### src/rtl/pm_ddd_pkg.sv
package pm_ddd_pkg;
  localparam int IVL_W   = 12;
  localparam int NUM_IVL = 5;

  // Slot of each interval in the packed interval vector
  localparam int IX_LRI   = 0;
  localparam int IX_AVI   = 1;
  localparam int IX_URI   = 2;
  localparam int IX_PVARP = 3;
  localparam int IX_VRP   = 4;

  typedef logic [IVL_W-1:0] ms_t;
  typedef logic [NUM_IVL-1:0][IVL_W-1:0] ivl_vec_t;

  typedef enum logic {PH_ATRIAL = 1'b0, PH_AV = 1'b1} phase_e;
endpackage

### src/rtl/pm_ms_timer.sv
// Saturating elapsed-millisecond counter; reports the value it will hold after this tick.
module pm_ms_timer #(
  parameter int W = 12
) (
  input  logic         clk,
  input  logic         rst_n,
  input  logic         tick,
  input  logic         restart,
  output logic [W-1:0] elapsed_next
);
  localparam logic [W-1:0] CNT_MAX = '1;

  logic [W-1:0] cnt_q;

  assign elapsed_next = (cnt_q == CNT_MAX) ? CNT_MAX : cnt_q + 1'b1;

  always_ff @(posedge clk or negedge rst_n) begin
    if (!rst_n)       cnt_q <= '0;
    else if (tick)    cnt_q <= restart ? '0 : elapsed_next;
  end
endmodule

### src/rtl/pm_ivl_shadow.sv
// Clamps programmed intervals and copies them into the active set on load.
module pm_ivl_shadow
  import pm_ddd_pkg::*;
#(
  parameter ms_t      LO   = 12'd10,
  parameter ms_t      HI   = 12'd2500,
  parameter ivl_vec_t INIT = '0
) (
  input  logic     clk,
  input  logic     rst_n,
  input  logic     load,
  input  ivl_vec_t raw,
  output ivl_vec_t act
);
  ivl_vec_t clamped;

  for (genvar g = 0; g < NUM_IVL; g++) begin : g_clamp
    assign clamped[g] = (raw[g] < LO) ? LO :
                        (raw[g] > HI) ? HI : raw[g];
  end

  always_ff @(posedge clk or negedge rst_n) begin
    if (!rst_n)     act <= INIT;
    else if (load)  act <= clamped;
  end
endmodule

### src/rtl/pm_ddd_arbiter.sv
// Phase machine: weighs accepted senses against escape and pace deadlines.
module pm_ddd_arbiter
  import pm_ddd_pkg::*;
(
  input  logic     clk,
  input  logic     rst_n,
  input  logic     tick,
  input  logic     a_sense,
  input  logic     v_sense,
  input  ivl_vec_t act,
  input  ms_t      a_el,
  input  ms_t      v_el,
  output logic     a_evt,
  output logic     v_evt,
  output logic     a_pace,
  output logic     v_pace
);
  phase_e phase_q, phase_d;
  ms_t    escape;
  logic   vs_ok, as_ok, a_due, v_due;

  // Atrial escape measured from the last ventricular event, floored at one tick
  assign escape = (act[IX_LRI] > act[IX_AVI]) ? ms_t'(act[IX_LRI] - act[IX_AVI]) : ms_t'(1);

  assign vs_ok = tick && v_sense && (v_el >= act[IX_VRP]);
  assign as_ok = tick && a_sense && (phase_q == PH_ATRIAL) && (v_el >= act[IX_PVARP]);
  assign a_due = tick && (phase_q == PH_ATRIAL) && (v_el >= escape);
  assign v_due = tick && (phase_q == PH_AV) && (a_el >= act[IX_AVI]) && (v_el >= act[IX_URI]);

  // Sense has priority over pace; a ventricular sense overrides atrial activity
  assign a_evt = !vs_ok && (as_ok || a_due);
  assign v_evt = vs_ok || v_due;

  always_comb begin
    phase_d = phase_q;
    if (vs_ok)       phase_d = PH_ATRIAL;
    else if (a_evt)  phase_d = PH_AV;
    else if (v_due)  phase_d = PH_ATRIAL;
  end

  always_ff @(posedge clk or negedge rst_n) begin
    if (!rst_n) begin
      phase_q <= PH_ATRIAL;
      a_pace  <= 1'b0;
      v_pace  <= 1'b0;
    end else begin
      phase_q <= phase_d;
      a_pace  <= a_due && !as_ok && !vs_ok;
      v_pace  <= v_due && !vs_ok;
    end
  end
endmodule

### src/rtl/pm_ddd_timer.sv
module pm_ddd_timer
  import pm_ddd_pkg::*;
#(
  parameter ms_t LO_MS     = 12'd10,
  parameter ms_t HI_MS     = 12'd2500,
  parameter ms_t DEF_LRI   = 12'd1000,
  parameter ms_t DEF_AVI   = 12'd150,
  parameter ms_t DEF_URI   = 12'd500,
  parameter ms_t DEF_PVARP = 12'd250,
  parameter ms_t DEF_VRP   = 12'd150
) (
  input  logic             clk,
  input  logic             rst_n,
  input  logic             ms_tick_i,
  input  logic             a_sense_i,
  input  logic             v_sense_i,
  input  logic [IVL_W-1:0] cfg_lri_i,
  input  logic [IVL_W-1:0] cfg_avi_i,
  input  logic [IVL_W-1:0] cfg_uri_i,
  input  logic [IVL_W-1:0] cfg_pvarp_i,
  input  logic [IVL_W-1:0] cfg_vrp_i,
  output logic             a_pace_o,
  output logic             v_pace_o
);
  localparam int       NUM_TMR  = 2;
  localparam ivl_vec_t INIT_VEC = {DEF_VRP, DEF_PVARP, DEF_URI, DEF_AVI, DEF_LRI};

  ivl_vec_t                raw_cfg, act;
  logic                    a_evt, v_evt;
  logic [NUM_TMR-1:0]      tmr_restart;
  ms_t  [NUM_TMR-1:0]      tmr_el;

  assign raw_cfg     = {cfg_vrp_i, cfg_pvarp_i, cfg_uri_i, cfg_avi_i, cfg_lri_i};
  assign tmr_restart = {v_evt, a_evt};

  pm_ivl_shadow #(.LO(LO_MS), .HI(HI_MS), .INIT(INIT_VEC)) u_shadow (
    .clk   (clk),
    .rst_n (rst_n),
    .load  (v_evt),
    .raw   (raw_cfg),
    .act   (act)
  );

  // Timer 0 runs from atrial events, timer 1 from ventricular events
  for (genvar c = 0; c < NUM_TMR; c++) begin : g_tmr
    pm_ms_timer #(.W(IVL_W)) u_tmr (
      .clk          (clk),
      .rst_n        (rst_n),
      .tick         (ms_tick_i),
      .restart      (tmr_restart[c]),
      .elapsed_next (tmr_el[c])
    );
  end

  pm_ddd_arbiter u_arb (
    .clk     (clk),
    .rst_n   (rst_n),
    .tick    (ms_tick_i),
    .a_sense (a_sense_i),
    .v_sense (v_sense_i),
    .act     (act),
    .a_el    (tmr_el[0]),
    .v_el    (tmr_el[1]),
    .a_evt   (a_evt),
    .v_evt   (v_evt),
    .a_pace  (a_pace_o),
    .v_pace  (v_pace_o)
  );
endmodule

### config.mk
export PLATFORM = sky130hd
export DESIGN_NAME = pm_ddd_timer
export DESIGN_NICKNAME = d
export VERILOG_FILES = /design/src/rtl/pm_ddd_pkg.sv /design/src/rtl/pm_ms_timer.sv /design/src/rtl/pm_ivl_shadow.sv /design/src/rtl/pm_ddd_arbiter.sv /design/src/rtl/pm_ddd_timer.sv
export SDC_FILE = /design/constraint.sdc
export NUM_CORES = 1
export LEC_CHECK = 0
export BUFFER_PORTS_ARGS = -buffer_cell sky130_fd_sc_hd__buf_2
export CORE_MARGIN = 2
export CORE_UTILIZATION = 55
export CTS_CLUSTER_SIZE = 20
export DETAILED_ROUTE_END_ITERATION = 8
export PLACE_DENSITY = 0.78
export SLEW_MARGIN = 20
export SYNTH_ARGS = -nofsm -noshare
export SYNTH_HDL_FRONTEND = slang
export SYNTH_SLANG_ARGS = --single-unit
export TNS_END_PERCENT = 50
### constraint.sdc
create_clock -name clk -period 4.09 [get_ports clk]
set_clock_uncertainty 0.2 [all_clocks]
set_input_delay 0.818 -clock clk [delete_from_list [all_inputs] [get_ports clk]]
set_output_delay 0.818 -clock clk [all_outputs]
set_load 0.05 [all_outputs]
* After elaboration in Yosys (flattened, before gate mapping)
Index checks and enable logic that the tools add are counted.
** Storage, ports and cells
- Register bits after elaboration :: 87
- Input bits :: 65
** Operators by class
- Add/sub/neg operators :: 3
- Order comparisons :: 16
- Eq/ne operators :: 2
- Mux-type cells :: 18
- Bitwise gates (word level) :: 1
- Reductions and logical operators :: 19
** Operator list (number)
- 2-to-1 mux 12 bit :: 15
- greater-or-equal comparator 12 bit :: 5
- > comparator 12 bit, second input constant :: 5
- < comparator 12 x 4 -> 1 bit, second input constant :: 5
- adder 12 x 1 -> 12 bit, second input constant :: 2
- == test 12 bit, second input constant :: 2
- logical AND 1 bit :: 14
- > comparator 12 bit :: 1
- subtractor 12 bit :: 1
- 2-to-1 mux 1 bit :: 3
- nonzero test 3 bit :: 1
- zero test 1 bit :: 2
- logical OR 1 bit :: 2
- NOT 1 bit :: 1

* Depth between registers and ports, before layout
Gate-level depths: netlist of run 1.
- Depth after elaboration :: 8
- Gate-level depth with buffers :: 18
- Mapped depth without buffers :: 16

* Modules after synthesis
A second synthesis of run 1 with hierarchy kept.
** Second synthesis, totals
- Cell total of the unflattened synthesis :: 756
- Area total of the unflattened synthesis :: 6771.5 um^2
** Modules (own cells, without submodules)
- pm_ivl_shadow :: instances 1, cells each 250, area an instance 2777.7 um^2, sequential area each 1534.0 um^2
- pm_ddd_arbiter :: instances 1, cells each 288, area an instance 2149.6 um^2, sequential area each 75.1 um^2
- pm_ms_timer :: instances 2, cells each 109, area an instance 922.1 um^2, sequential area each 300.3 um^2

* Worst setup path before layout of run 1
Ideal clock, no wire load.
- Path kind :: register to register
- Start :: register u_shadow.act[12] (netlist name)
- End :: register g_tmr[0].u_tmr.cnt_q[11]
- Library setup time :: 0.077 ns
- Data arrival time :: 3.551 ns
- Path slack :: 0.261 ns
- Stages on the path, launching flop included :: 18
- Buffers on the path :: 2
- Period minus slack after synthesis :: 3.829 ns
- Cells stage by stage :: dfrtp_1 > ha_1 > fa_1 > nor2b_1 > o21ai_0 > a21oi_1 > o21bai_1 > a31oi_1 > clkbuf_1 > nand3b_1 > ha_1 > and2_1 > a221oi_1 > o21ai_0 > a41oi_1 > o22ai_2 > buf_4 > a21oi_1
** Between the ends
- Cells in the longest elaborated chain, start to end :: 7
** Ends and longest elaborated chain
- start: declaration :: line pm_ivl_shadow.sv:13 : output ivl_vec_t act
- start signal: assignment :: line pm_ivl_shadow.sv:24 : else if (load) act <= clamped;
- subtractor 12 bit or > comparator 12 bit (tied branches) :: line pm_ddd_arbiter.sv:23 : assign escape = (act[IX_LRI] > act[IX_AVI]) ? ms_t'(act[IX_LRI] - act[IX_AVI]) : ms_t'(1);
- 2-to-1 mux 12 bit * :: line pm_ddd_arbiter.sv:23
- greater-or-equal comparator 12 bit * :: line pm_ddd_arbiter.sv:27 : assign a_due = tick && (phase_q == PH_ATRIAL) && (v_el >= escape);
- logical AND 1 bit * :: line pm_ddd_arbiter.sv:27
- logical OR 1 bit * :: line pm_ddd_arbiter.sv:31 : assign a_evt = !vs_ok && (as_ok || a_due);
- logical AND 1 bit * :: line pm_ddd_arbiter.sv:31
- 2-to-1 mux 12 bit * :: line pm_ms_timer.sv:19 : else if (tick) cnt_q <= restart ? '0 : elapsed_next;
- end signal: assignment :: line pm_ms_timer.sv:19
- end: declaration :: line pm_ms_timer.sv:13 : logic [W-1:0] cnt_q;
Every way passes the cells marked *; elsewhere a longest branch is shown, timed or not.
A chain may end at the register's enable or synchronous reset.

* Final worst setup path of run 1
- Start :: register g_tmr[1].u_tmr.cnt_q[0]
- End :: register u_shadow.act[48] (netlist name)
** Between the ends
- Cells in the longest elaborated chain, start to end :: 5
** Ends and longest elaborated chain
- start: declaration :: line pm_ms_timer.sv:13
- start signal: assignment :: line pm_ms_timer.sv:19
- adder 12 x 1 -> 12 bit or == test 12 bit (tied branches) :: line pm_ms_timer.sv:15 : assign elapsed_next = (cnt_q == CNT_MAX) ? CNT_MAX : cnt_q + 1'b1;
- 2-to-1 mux 12 bit * :: line pm_ms_timer.sv:15
- greater-or-equal comparator 12 bit, on equally long branches :: line pm_ddd_arbiter.sv:25, pm_ddd_arbiter.sv:28
- logical AND 1 bit, on equally long branches :: line pm_ddd_arbiter.sv:25, pm_ddd_arbiter.sv:28
- logical OR 1 bit * :: line pm_ddd_arbiter.sv:32 : assign v_evt = vs_ok || v_due;
Marked as above.

==> results.json, run 1 <==
{
  "status": "completed",
  "fp.dieH_um": 114,
  "clock-sinks": 87,
  "crit_start": "g_tmr[1].u_tmr.cnt_q[0]",
  "maxSlewViolCount": 0,
  "setup_viol": 0,
  "intPower_mw": 1.83,
  "coreArea_sq_mm": 0.0119,
  "antenna_found_initial": 0,
  "drive_gt1_share_pct": 20.7,
  "hold_viol": 0,
  "cts_root_buf": "clkbuf_16",
  "via_per_inst": 5.82,
  "fp.dieW_um": 114,
  "globalplace.congestion": 0.973,
  "async_reset_ff_share_pct": 100,
  "routed_wl_um": 15500,
  "worst_path_largest_cell_delay_ns": 0.44,
  "antennaDiodeCount": 0,
  "grt_max_degree": 46,
  "htreeDepth": 3,
  "tightest_slew_ns": 0.855,
  "r2r_start": "g_tmr[1].u_tmr.cnt_q[0]",
  "initial_core_util_pct": 55.9,
  "slowest_stage": "ha_1",
  "holdWs_ns": 0.205,
  "power_frac_clock_pct": 32.6,
  "final_cell_area_sq_mm": 0.00755,
  "synth.area.top_cells": "dfrtp_1 23%, ha_1 14%, dfstp_2 10%, mux2i_1 7.7%, nand2_1 4.2%",
  "track_usage_pct": 25.3,
  "cts_buffers": 9,
  "syn_nets": 862,
  "p_comb_share_pct": 30.6,
  "leakagePower_nw": 3.70,
  "nFillCells": 969,
  "synthCells": 722,
  "ys_warn_count": 0,
  "clk_path_buf_depth": 2,
  "yosys.area.top_type_share_pct": 22.9,
  "grt_pass1_wl_um": 26100,
  "hpwl_um": 11900,
  "cts_tree": "done",
  "p_seq_share_pct": 36.8,
  "path_max_fanout": 39,
  "clk_latency_ns": 0.36,
  "overflow": 0,
  "first_global_vias": 5550,
  "worstPathRequired_ns": 4.13,
  "synth_seq_cells": 87,
  "num_rows": 40,
  "syn2layout_area_growth_pct": 13.5,
  "vias": 5503,
  "crit_type": "flip-flop to flip-flop",
  "die_area_sq_mm": 0.0130,
  "avgSynthCellArea_sq_um": 9.22,
  "synth_top_area_cell": "dfrtp_1",
  "netSwitchingFraction_pct": 34.4,
  "startpoint_type": "flip-flop",
  "ff2ff_setup_slack_ns": 0.21,
  "slew-limit-headroom_pct": 42.5,
  "nets": 934,
  "peakVddDrop_v": 0.000308,
  "fin_crit_sh_pct": 94.9,
  "post_dp_cell_area_sq_mm": 0.00718,
  "critPathArrivalTime_ns": 3.92,
  "drv_cap": 0,
  "worstSetupEndpointType": "flip-flop",
  "fin_crit_ns": 3.88,
  "synth_ff_type": "dfrtp_1",
  "synth_cell_types": 59,
  "synth-seq-area-share_pct": 33.2,
  "clk_pin_slew_ns": 0.07,
  "power.density_mw_per_mm2": 370,
  "first_iter_violations": 319,
  "synth.cell_area_sq_mm": 0.00665,
  "max_freq_mhz": 258,
  "ant_nets": 0,
  "drtPass1Iterations": 8,
  "numPortBuffers": 66,
  "switchingPower_uw": 964,
  "io_pins": 67,
  "holdBufCountCts": 0,
  "wl_per_cell_um": 16.4,
  "synth_edf_count": 0,
  "cp_num_buf_inv": 1,
  "fin_tns_setup_ns": 0,
  "fin_util_pct": 63.4,
  "drc": 0,
  "crit_family": "simple AND/OR/NAND/NOR gates",
  "cp_cell_sequence": "ha_1 -> and4_1 -> and2_1 -> nand2b_1 -> nand2_1 -> ha_1 -> nand2_1 -> nor2_1 -> o211ai_1 -> a21oi_2 -> a31o_4 -> buf_12 -> mux2_4",
  "yosys-top-cells-count": "74 x ha_1, 74 x nand2_1, 70 x inv_1, 61 x dfrtp_1, 51 x mux2i_1",
  "hold_path_class": "input port to asynchronous set/reset pin"
}
-- per-stage QoR --
stage | worst slack (ns) | total power [mW] | instances
finish | 0.207 | 2.80 | 946
global route | -0.00799 | 2.98 | 946
CTS | 0.0333 | 2.80 | 944
detailed placement | -0.0407 | 1.88 | 928
global placement | 0.164 | 1.83 | 928
floorplan | 0.261 | 1.60 | 722
-- worst register-to-register path: stages, from the launching register on --
cell	delay [ns]
dfrtp_1	0.39
ha_1	0.24
and4_1	0.25
and2_1	0.18
nand2b_1	0.27
nand2_1	0.29
ha_1	0.44
nand2_1	0.09
nor2_1	0.12
o211ai_1	0.13
a21oi_2	0.34
a31o_4	0.19
buf_12	0.25
mux2_4	0.38
-- cells by family (layout without fill, tap and decap cells) --
group | count (synthesis) | count (layout) | synth area share [%]
muxes | 69 | 69 | 11.5
xor gates and xnor gates | 18 | 18 | 2.37
and+or+nand+nor | 231 | 231 | 17.4
AOI/OAI and AO/OA | 153 | 153 | 15.6
buffers and inverters | 89 | 166 | 5.64
DFF | 87 | 87 | 33.2
adders and majority gates | 75 | 75 | 14.2
-- path summary, 6_finish.rpt --
kind                               endpoint  depth (start not counted)
max in group asynchronous  u_shadow.act[32]                          2
setup reg to reg           u_shadow.act[48]                         13
min in group clk            u_shadow.act[5]                          2
hold reg to reg             u_shadow.act[5]                          2
hold / removal             u_shadow.act[46]                          1
setup / recovery           u_shadow.act[48]                         13
-- registers in the layout, summed over array words and instances, names as in the netlist --
name               count
u_arb.v_pace           1
g_tmr.u_tmr.cnt_q     24
u_arb.phase_q          1
u_arb.a_pace           1
u_shadow.act          60
-- placed cells by master, fill, tap and decap left out, drive strengths merged, types with 5 or more instances in the layout --
| cell type | instances |
|---|---|
| o21a | 5 |
| nand3 | 20 |
| nand2 | 74 |
| nand2b | 14 |
| nand4 | 12 |
| and4 | 5 |
| o21ai | 47 |
| xnor2 | 11 |
| o22ai | 11 |
| and2 | 7 |
| nor3b | 5 |
| nor4 | 8 |
| mux2i | 51 |
| buf | 80 |
| nor2 | 40 |
| and3 | 8 |
| mux2 | 18 |
| inv | 73 |
| a21boi | 9 |
| a31oi | 8 |
| nor3 | 9 |
| clkbuf | 9 |
| xor2 | 7 |
| ha | 74 |
| or3 | 5 |
| dfrtp | 61 |
| nor2b | 18 |
| dfstp | 26 |
| a21oi | 38 |
-- final cells by class --
| class | count | area [sq um] | area share [%] |
|---|---|---|---|
| Multi-Input combinational cell | 546 | 4110 | 54.4 |
| Sequential cell | 87 | 2210 | 29.2 |
| Timing Repair Buffer | 80 | 463 | 6.13 |
| Inverter | 70 | 263 | 3.48 |
| Clock buffer | 9 | 225 | 2.98 |
| Tap cell | 147 | 184 | 2.43 |
| Clock inverter | 7 | 103 | 1.36 |
-- metal layers --
metal	global-route usage, %	vias to the layer above	part of all wire, %
met5	0	-	0
met1	31.6	2602	45
met4	10.1	0	3.1
met2	41.9	137	48
li1	-	2720	-
met3	6.48	44	4.7
-- repair_timing --
item / in CTS / in global routing
endpoints found under the setup margin: 12 / 29
resized for setup: 1 / 9
buffers inserted: 0 / 2
pin swaps: 0 / 4
-- power groups by stage --
stage	sequential [mW]	clock, mW	combinational, mW
finish	1.03	0.912	0.855
global route	1.05	0.963	0.972
CTS	1.03	0.930	0.845
detailed placement	1.04	0	0.834
global placement	1.04	0	0.793
floorplan	1.03	0	0.571
No activity file was read; power rests on OpenSTA's default activity.
==> run 2: changes to the inputs <==
- ABC_AREA: unset -> 1
==> run 2 against run 1 <==
Register-to-register slack better by 0.22 ns. Combinational power rose to 4.0 times the previous value. Maximum frequency rose by 6.1%. Total power increased by 110%. Wire length rose by 7.8%. Worst hold slack improved by 0.080 ns. Critical path type unchanged. Largest cell class unchanged.
==> results.json, run 2 <==
{
  "status": "completed",
  "dp_slack_ns": 0.259,
  "largest_register": "u_shadow.act",
  "tightest_slew_ns": 0.760,
  "hold_path_depth": 2,
  "drv_cap": 0,
  "synthCells": 1089,
  "synth_cell_types": 35,
  "power_mw": 5.83,
  "fp.dieH_um": 118,
  "synth_edf_count": 0,
  "routed_wl_um": 16700,
  "largest_register_ffs": 60,
  "numPortBuffers": 66,
  "synth.cell_area_sq_mm": 0.00716,
  "maxSlewViolCount": 0,
  "synthSimpleGateAreaFrac_pct": 37.5,
  "via_per_inst": 5.13,
  "fin_crit_ns": 3.66,
  "antennaDiodeCount": 0,
  "synth_ff_type": "dfrtp_1",
  "worst_slack_ns": 0.430,
  "hpwl_um": 12400,
  "syn_nets": 1229,
  "nFillCells": 1188,
  "synth_seq_cells": 87,
  "track_usage_pct": 25.3,
  "antenna_found_initial": 0,
  "grt_pass1_wl_um": 28800,
  "crit_start": "g_tmr[1].u_tmr.cnt_q[0]",
  "slew-limit-headroom_pct": 49.3,
  "async_reset_ff_share_pct": 100,
  "startpoint_type": "flip-flop",
  "cts_setup_buffers": 0,
  "io_pins": 67,
  "yosys.area_share.adder_pct": 13.2,
  "max_freq_mhz": 273,
  "path_max_fanout": 60,
  "synth.area.top_cells": "nand2_1 21%, dfrtp_1 21%, ha_1 13%, dfstp_2 9.5%, inv_1 8.1%",
  "clk_pin_slew_ns": 0.06,
  "synth_top_area_cell": "nand2_1",
  "rsz0062_at_grt": "no",
  "holdWs_ns": 0.285,
  "layout_common_cells": "404 x nand2_1, 154 x inv_1, 110 x nand3_1",
  "worstSetupEndpointType": "flip-flop",
  "coreArea_sq_mm": 0.0127,
  "vias": 6753,
  "reg.largest.list": "u_shadow.act x60, g_tmr.u_tmr.cnt_q x24",
  "grt_max_degree": 85,
  "num_rows": 41,
  "syn2layout_area_growth_pct": 10.6,
  "first_global_vias": 6372,
  "die_area_sq_mm": 0.0140,
  "power.density_mw_per_mm2": 736,
  "crit_type": "flip-flop to flip-flop",
  "synth.most_common_cell": "nand2_1",
  "worst_r2r_path_depth": 18,
  "cts_buffers": 9,
  "drtPass1Iterations": 5,
  "setup_viol": 0,
  "synth-seq-area-share_pct": 30.8,
  "drive_gt1_share_pct": 12.1,
  "fin_tns_setup_ns": 0,
  "cts_root_buf": "clkbuf_16",
  "avgSynthCellArea_sq_um": 6.58,
  "globalplace.congestion": 0.891,
  "final_cell_area_sq_mm": 0.00792,
  "overflow": 0,
  "nets": 1280,
  "critPathArrivalTime_ns": 3.76,
  "yosys-top-cells-count": "407 x nand2_1, 154 x inv_1, 111 x nand3_1, 74 x ha_1, 70 x nor2_1",
  "clock-sinks": 87,
  "ys_warn_count": 0,
  "ant_nets": 0,
  "cts_tree": "done",
  "synth_mux_area_share_pct": 0,
  "hold_start": "u_shadow.act[37]",
  "synth_top_family_by_area": "simple AND/OR/NAND/NOR gates",
  "wl_per_cell_um": 12.7,
  "drc": 0,
  "leakagePower_nw": 4.58,
  "clk_path_buf_depth": 2,
  "peakVddDrop_v": 0.000407,
  "final_common_cell": "nand2_1",
  "post_dp_cell_area_sq_mm": 0.00762,
  "worstPathRequired_ns": 4.19,
  "fin_crit_sh_pct": 89.5,
  "htreeDepth": 3,
  "yosys.area.top_type_share_pct": 21.3,
  "synth-compound-area-share_pct": 5.71,
  "synth_xor_xnor_area_share_pct": 1.47,
  "initial_core_util_pct": 56.5,
  "r2r_start": "g_tmr[1].u_tmr.cnt_q[0]",
  "hold_path_class": "flip-flop to flip-flop",
  "hold_viol": 0,
  "clk_latency_ns": 0.36,
  "first_iter_violations": 449,
  "fp.dieW_um": 118
}
[run 2: cell count changes after synthesis, sizes merged, moves of 8 or more]
| cell | before | now |
|---|---|---|
| inv | 70 | 166 |
| o21ai | 47 | 20 |
| mux2i | 51 | 0 |
| mux2 | 18 | 0 |
| nand2b | 14 | 0 |
| nor2b | 18 | 0 |
| and3 | 8 | 0 |
| nor2 | 40 | 71 |
| nand3 | 20 | 114 |
| buf | 11 | 27 |
| o22ai | 11 | 0 |
| nand2 | 74 | 409 |
[run 2: timing repair]
action / in CTS / in global routing
resized for setup: 0 / 1
hold buffers: 0 / 0
endpoints found under the setup margin: 0 / 13
[run 2: layout make-up]
| type | instances | area, sq um | share of cell area (%) |
|---|---|---|---|
| repair buffers | 71 | 412 | 5.20 |
| clock inverters | 3 | 43.8 | 0.553 |
| flip-flops and latches | 87 | 2210 | 27.9 |
| clock buffers | 12 | 246 | 3.11 |
| well taps | 172 | 215 | 2.72 |
| inverters | 168 | 631 | 7.96 |
| multi-input cells | 803 | 4160 | 52.6 |
[run 2: final timing paths]
kind                                      endpoint  slack [ns]
min reg2reg                       u_shadow.act[37]        0.28
min in group asynchronous  g_tmr[0].u_tmr.cnt_q[2]        0.31
max in group asynchronous  g_tmr[1].u_tmr.cnt_q[9]        2.80
max reg2reg                       u_shadow.act[10]        0.43
min                               u_shadow.act[37]        0.28
max                               u_shadow.act[10]        0.43
[run 2: cell families after synthesis]
kind of cell	count (synthesis)
adder cells (fa/ha/maj)	75
AND/OR/NAND/NOR	641
XOR/XNOR	12
AO/OA/AOI/OAI	75
flip-flops	87
buffers and inverters	199
[run 2: stage by stage]
step,util (%),instances
2_1_floorplan,-,1089
3_3_place_gp,60.2,1301
3_5_place_dp,60.2,1301
4_1_cts,62.4,1316
5_1_grt,62.5,1316
6_report,62.5,1316
[run 2: layer usage]
metal	up-vias	part of all wire, %	track usage, %
li1	3522	-	-
met1	3063	47	34.3
met2	149	47	41.5
met3	19	4.5	3.68
met4	0	1.4	7.98
met5	-	0	0
[run 2: where the power goes]
group / switching (mW) / leakage (nW) / internal (mW) / total (mW)
logic: 2.11 / 3.37 / 1.32 / 3.42
registers: 0.268 / 1.07 / 1.31 / 1.58
clock network: 0.335 / 0.143 / 0.487 / 0.822
total: 2.71 / 4.58 / 3.12 / 5.83
[run 2: critical path, cell delays in order, from the launching register on]
cell	delay (ns)
dfrtp_1	0.41
ha_1	0.28
inv_2	0.09
nor2_4	0.04
nand2_1	0.08
or2_1	0.52
nand2_1	0.36
ha_1	0.39
nand2_1	0.05
inv_1	0.06
nand2_1	0.05
a21oi_1	0.11
nor2_1	0.05
nand2_1	0.13
nand2_2	0.18
nand2_2	0.14
buf_12	0.23
nand2_1	0.11
nand2_1	0.07
==> run 3: changes to the inputs <==
- CORE_UTILIZATION: 55 -> 40
- PLACE_DENSITY: 0.78 -> unset
==> run 3 against run 2 <==
Critical path depth shrank 3. Non-clock buffer count grew 4. Register-to-register slack lost 0.08 ns. Total power grew 2.5%. Worst setup slack lost 0.075 ns. Maximum frequency shrank 2.0%. Critical path type unchanged. Wire length grew 6.5%. Largest power group unchanged. Global-route usage shrank 4.9 points.
==> results.json, run 3 (synthesis results as in run 2) <==
{
  "wl_per_cell_um": 12.9,
  "leakagePower_nw": 4.60,
  "coreArea_sq_mm": 0.0174,
  "num_rows": 48,
  "rr_endpoint": "u_shadow.act[52]",
  "cts_tree": "done",
  "fin_crit_ns": 3.74,
  "crit_type": "flip-flop to flip-flop",
  "fp.dieH_um": 138,
  "ctsResizeCount": 0,
  "routed.top_layer": "met4",
  "wl_met3_um": 604,
  "syn2layout_area_growth_pct": 12.0,
  "fp.dieW_um": 138,
  "path_max_fanout": 36,
  "cts_buffers": 9,
  "grt_max_degree": 61,
  "layout_common_cells": "404 x nand2_1, 154 x inv_1, 110 x nand3_1",
  "drtPass1Iterations": 5,
  "power.density_mw_per_mm2": 745,
  "antennaDiodeCount": 0,
  "htreeDepth": 3,
  "io_pins": 67,
  "holdBufCountCts": 0,
  "multiInputGateArea_sq_mm": 0.00417,
  "fin_crit_sh_pct": 91.3,
  "peakVddDrop_v": 0.000298,
  "r2r_start": "g_tmr[1].u_tmr.cnt_q[0]",
  "largest_register": "u_shadow.act",
  "post_dp_cell_area_sq_mm": 0.00769,
  "routed_wl_um": 17800,
  "status": "completed",
  "drive_gt1_share_pct": 12.7,
  "clock-sinks": 87,
  "worst_r2r_path_depth": 15,
  "hpwl_um": 13200,
  "drv_cap": 0,
  "slew-limit-headroom_pct": 53.6,
  "final_cell_area_sq_mm": 0.00802,
  "first_global_vias": 6326,
  "final_common_cell": "nand2_1",
  "die_area_sq_mm": 0.0190,
  "reg.largest.list": "u_shadow.act x60, g_tmr.u_tmr.cnt_q x24",
  "initial_core_util_pct": 41.1,
  "critPathArrivalTime_ns": 3.84,
  "hold_viol": 0,
  "track_usage_pct": 20.3,
  "clk_path_buf_depth": 2,
  "overflow": 0,
  "clk_pin_slew_ns": 0.08,
  "nFillCells": 1818,
  "worstPathRequired_ns": 4.20,
  "via_per_inst": 4.83,
  "startpoint_type": "flip-flop",
  "ant_nets": 0,
  "hold_path_class": "input port to asynchronous set/reset pin",
  "vias": 6642,
  "holdWs_ns": 0.262,
  "numPortBuffers": 66,
  "drc": 0,
  "antenna_found_initial": 0,
  "first_iter_violations": 302,
  "maxSlewViolCount": 0,
  "cts_setup_buffers": 0,
  "seqCellArea_sq_mm": 0.00221,
  "ff2ff_setup_slack_ns": 0.35,
  "clk_latency_ns": 0.36,
  "max_freq_mhz": 268,
  "worstSetupEndpointType": "flip-flop",
  "tightest_slew_ns": 0.696,
  "rsz0062_at_grt": "no",
  "globalplace.congestion": 0.849,
  "largest_register_ffs": 60,
  "met2WireLength_um": 8170,
  "grt_pass1_wl_um": 30200,
  "cts_root_buf": "clkbuf_16",
  "fin_tns_setup_ns": 0,
  "setup_viol": 0,
  "power_mw": 5.97,
  "wirelength_met1_um": 8810,
  "nets": 1284,
  "crit_start": "g_tmr[1].u_tmr.cnt_q[0]"
}
==> run 3: critical path: stages (launching register included) <==
cell and delay (ns):
dfrtp_1 0.41, ha_1 0.28, inv_2 0.09, nor2_4 0.04
nand2_1 0.07, or2_1 0.56, nand3_2 0.38, ha_1 0.42
a21oi_1 0.15, o21ai_1 0.09, nor2_1 0.11, nand2_1 0.11
nand2_2 0.14, buf_4 0.37, nand3_1 0.14, nand2_1 0.10
==> run 3: metal layers <==
layer / GRT usage (%) / up-vias
li1: - / 3532
met2: 34.0 / 107
met4: 3.97 / 0
met5: 0 / -
met3: 4.12 / 16
met1: 27.3 / 2987
==> run 3: stage by stage <==
stage                     worst slack [ns]  util [%]  instances
final                                0.355      46.0       1374
after global routing                0.0692      46.0       1374
after CTS                            0.192      46.0       1374
after detailed placement             0.228      44.2       1358
after global placement               0.268      44.2       1358
after floorplan                      0.865         -       1089
==> run 3: worst max-delay path by stage <==
stage                                     endpoint  slack (ns)  cells past startpoint
after CTS                  g_tmr[0].u_tmr.cnt_q[1]        0.19                     22
final                             u_shadow.act[52]        0.35                     15
after global placement    g_tmr[0].u_tmr.cnt_q[11]        0.27                     22
after global routing      g_tmr[0].u_tmr.cnt_q[10]        0.07                     23
after detailed placement   g_tmr[0].u_tmr.cnt_q[1]        0.23                     22
after floorplan            g_tmr[0].u_tmr.cnt_q[6]        0.87                     23
==> run 3: report_power, final <==
part           switching [mW]  internal [mW]
Combinational            2.17           1.32
Sequential              0.267           1.31
Clock                   0.405          0.494
Total                    2.84           3.13
==> run 3: layout make-up <==
class	instances	share of cell area, %
multi-input combinational	803	51.9
sequential	87	27.6
timing repair buffer	75	5.15
clock buffer	9	2.81
inverter	168	7.86
tap	225	3.51
clock inverter	7	1.19
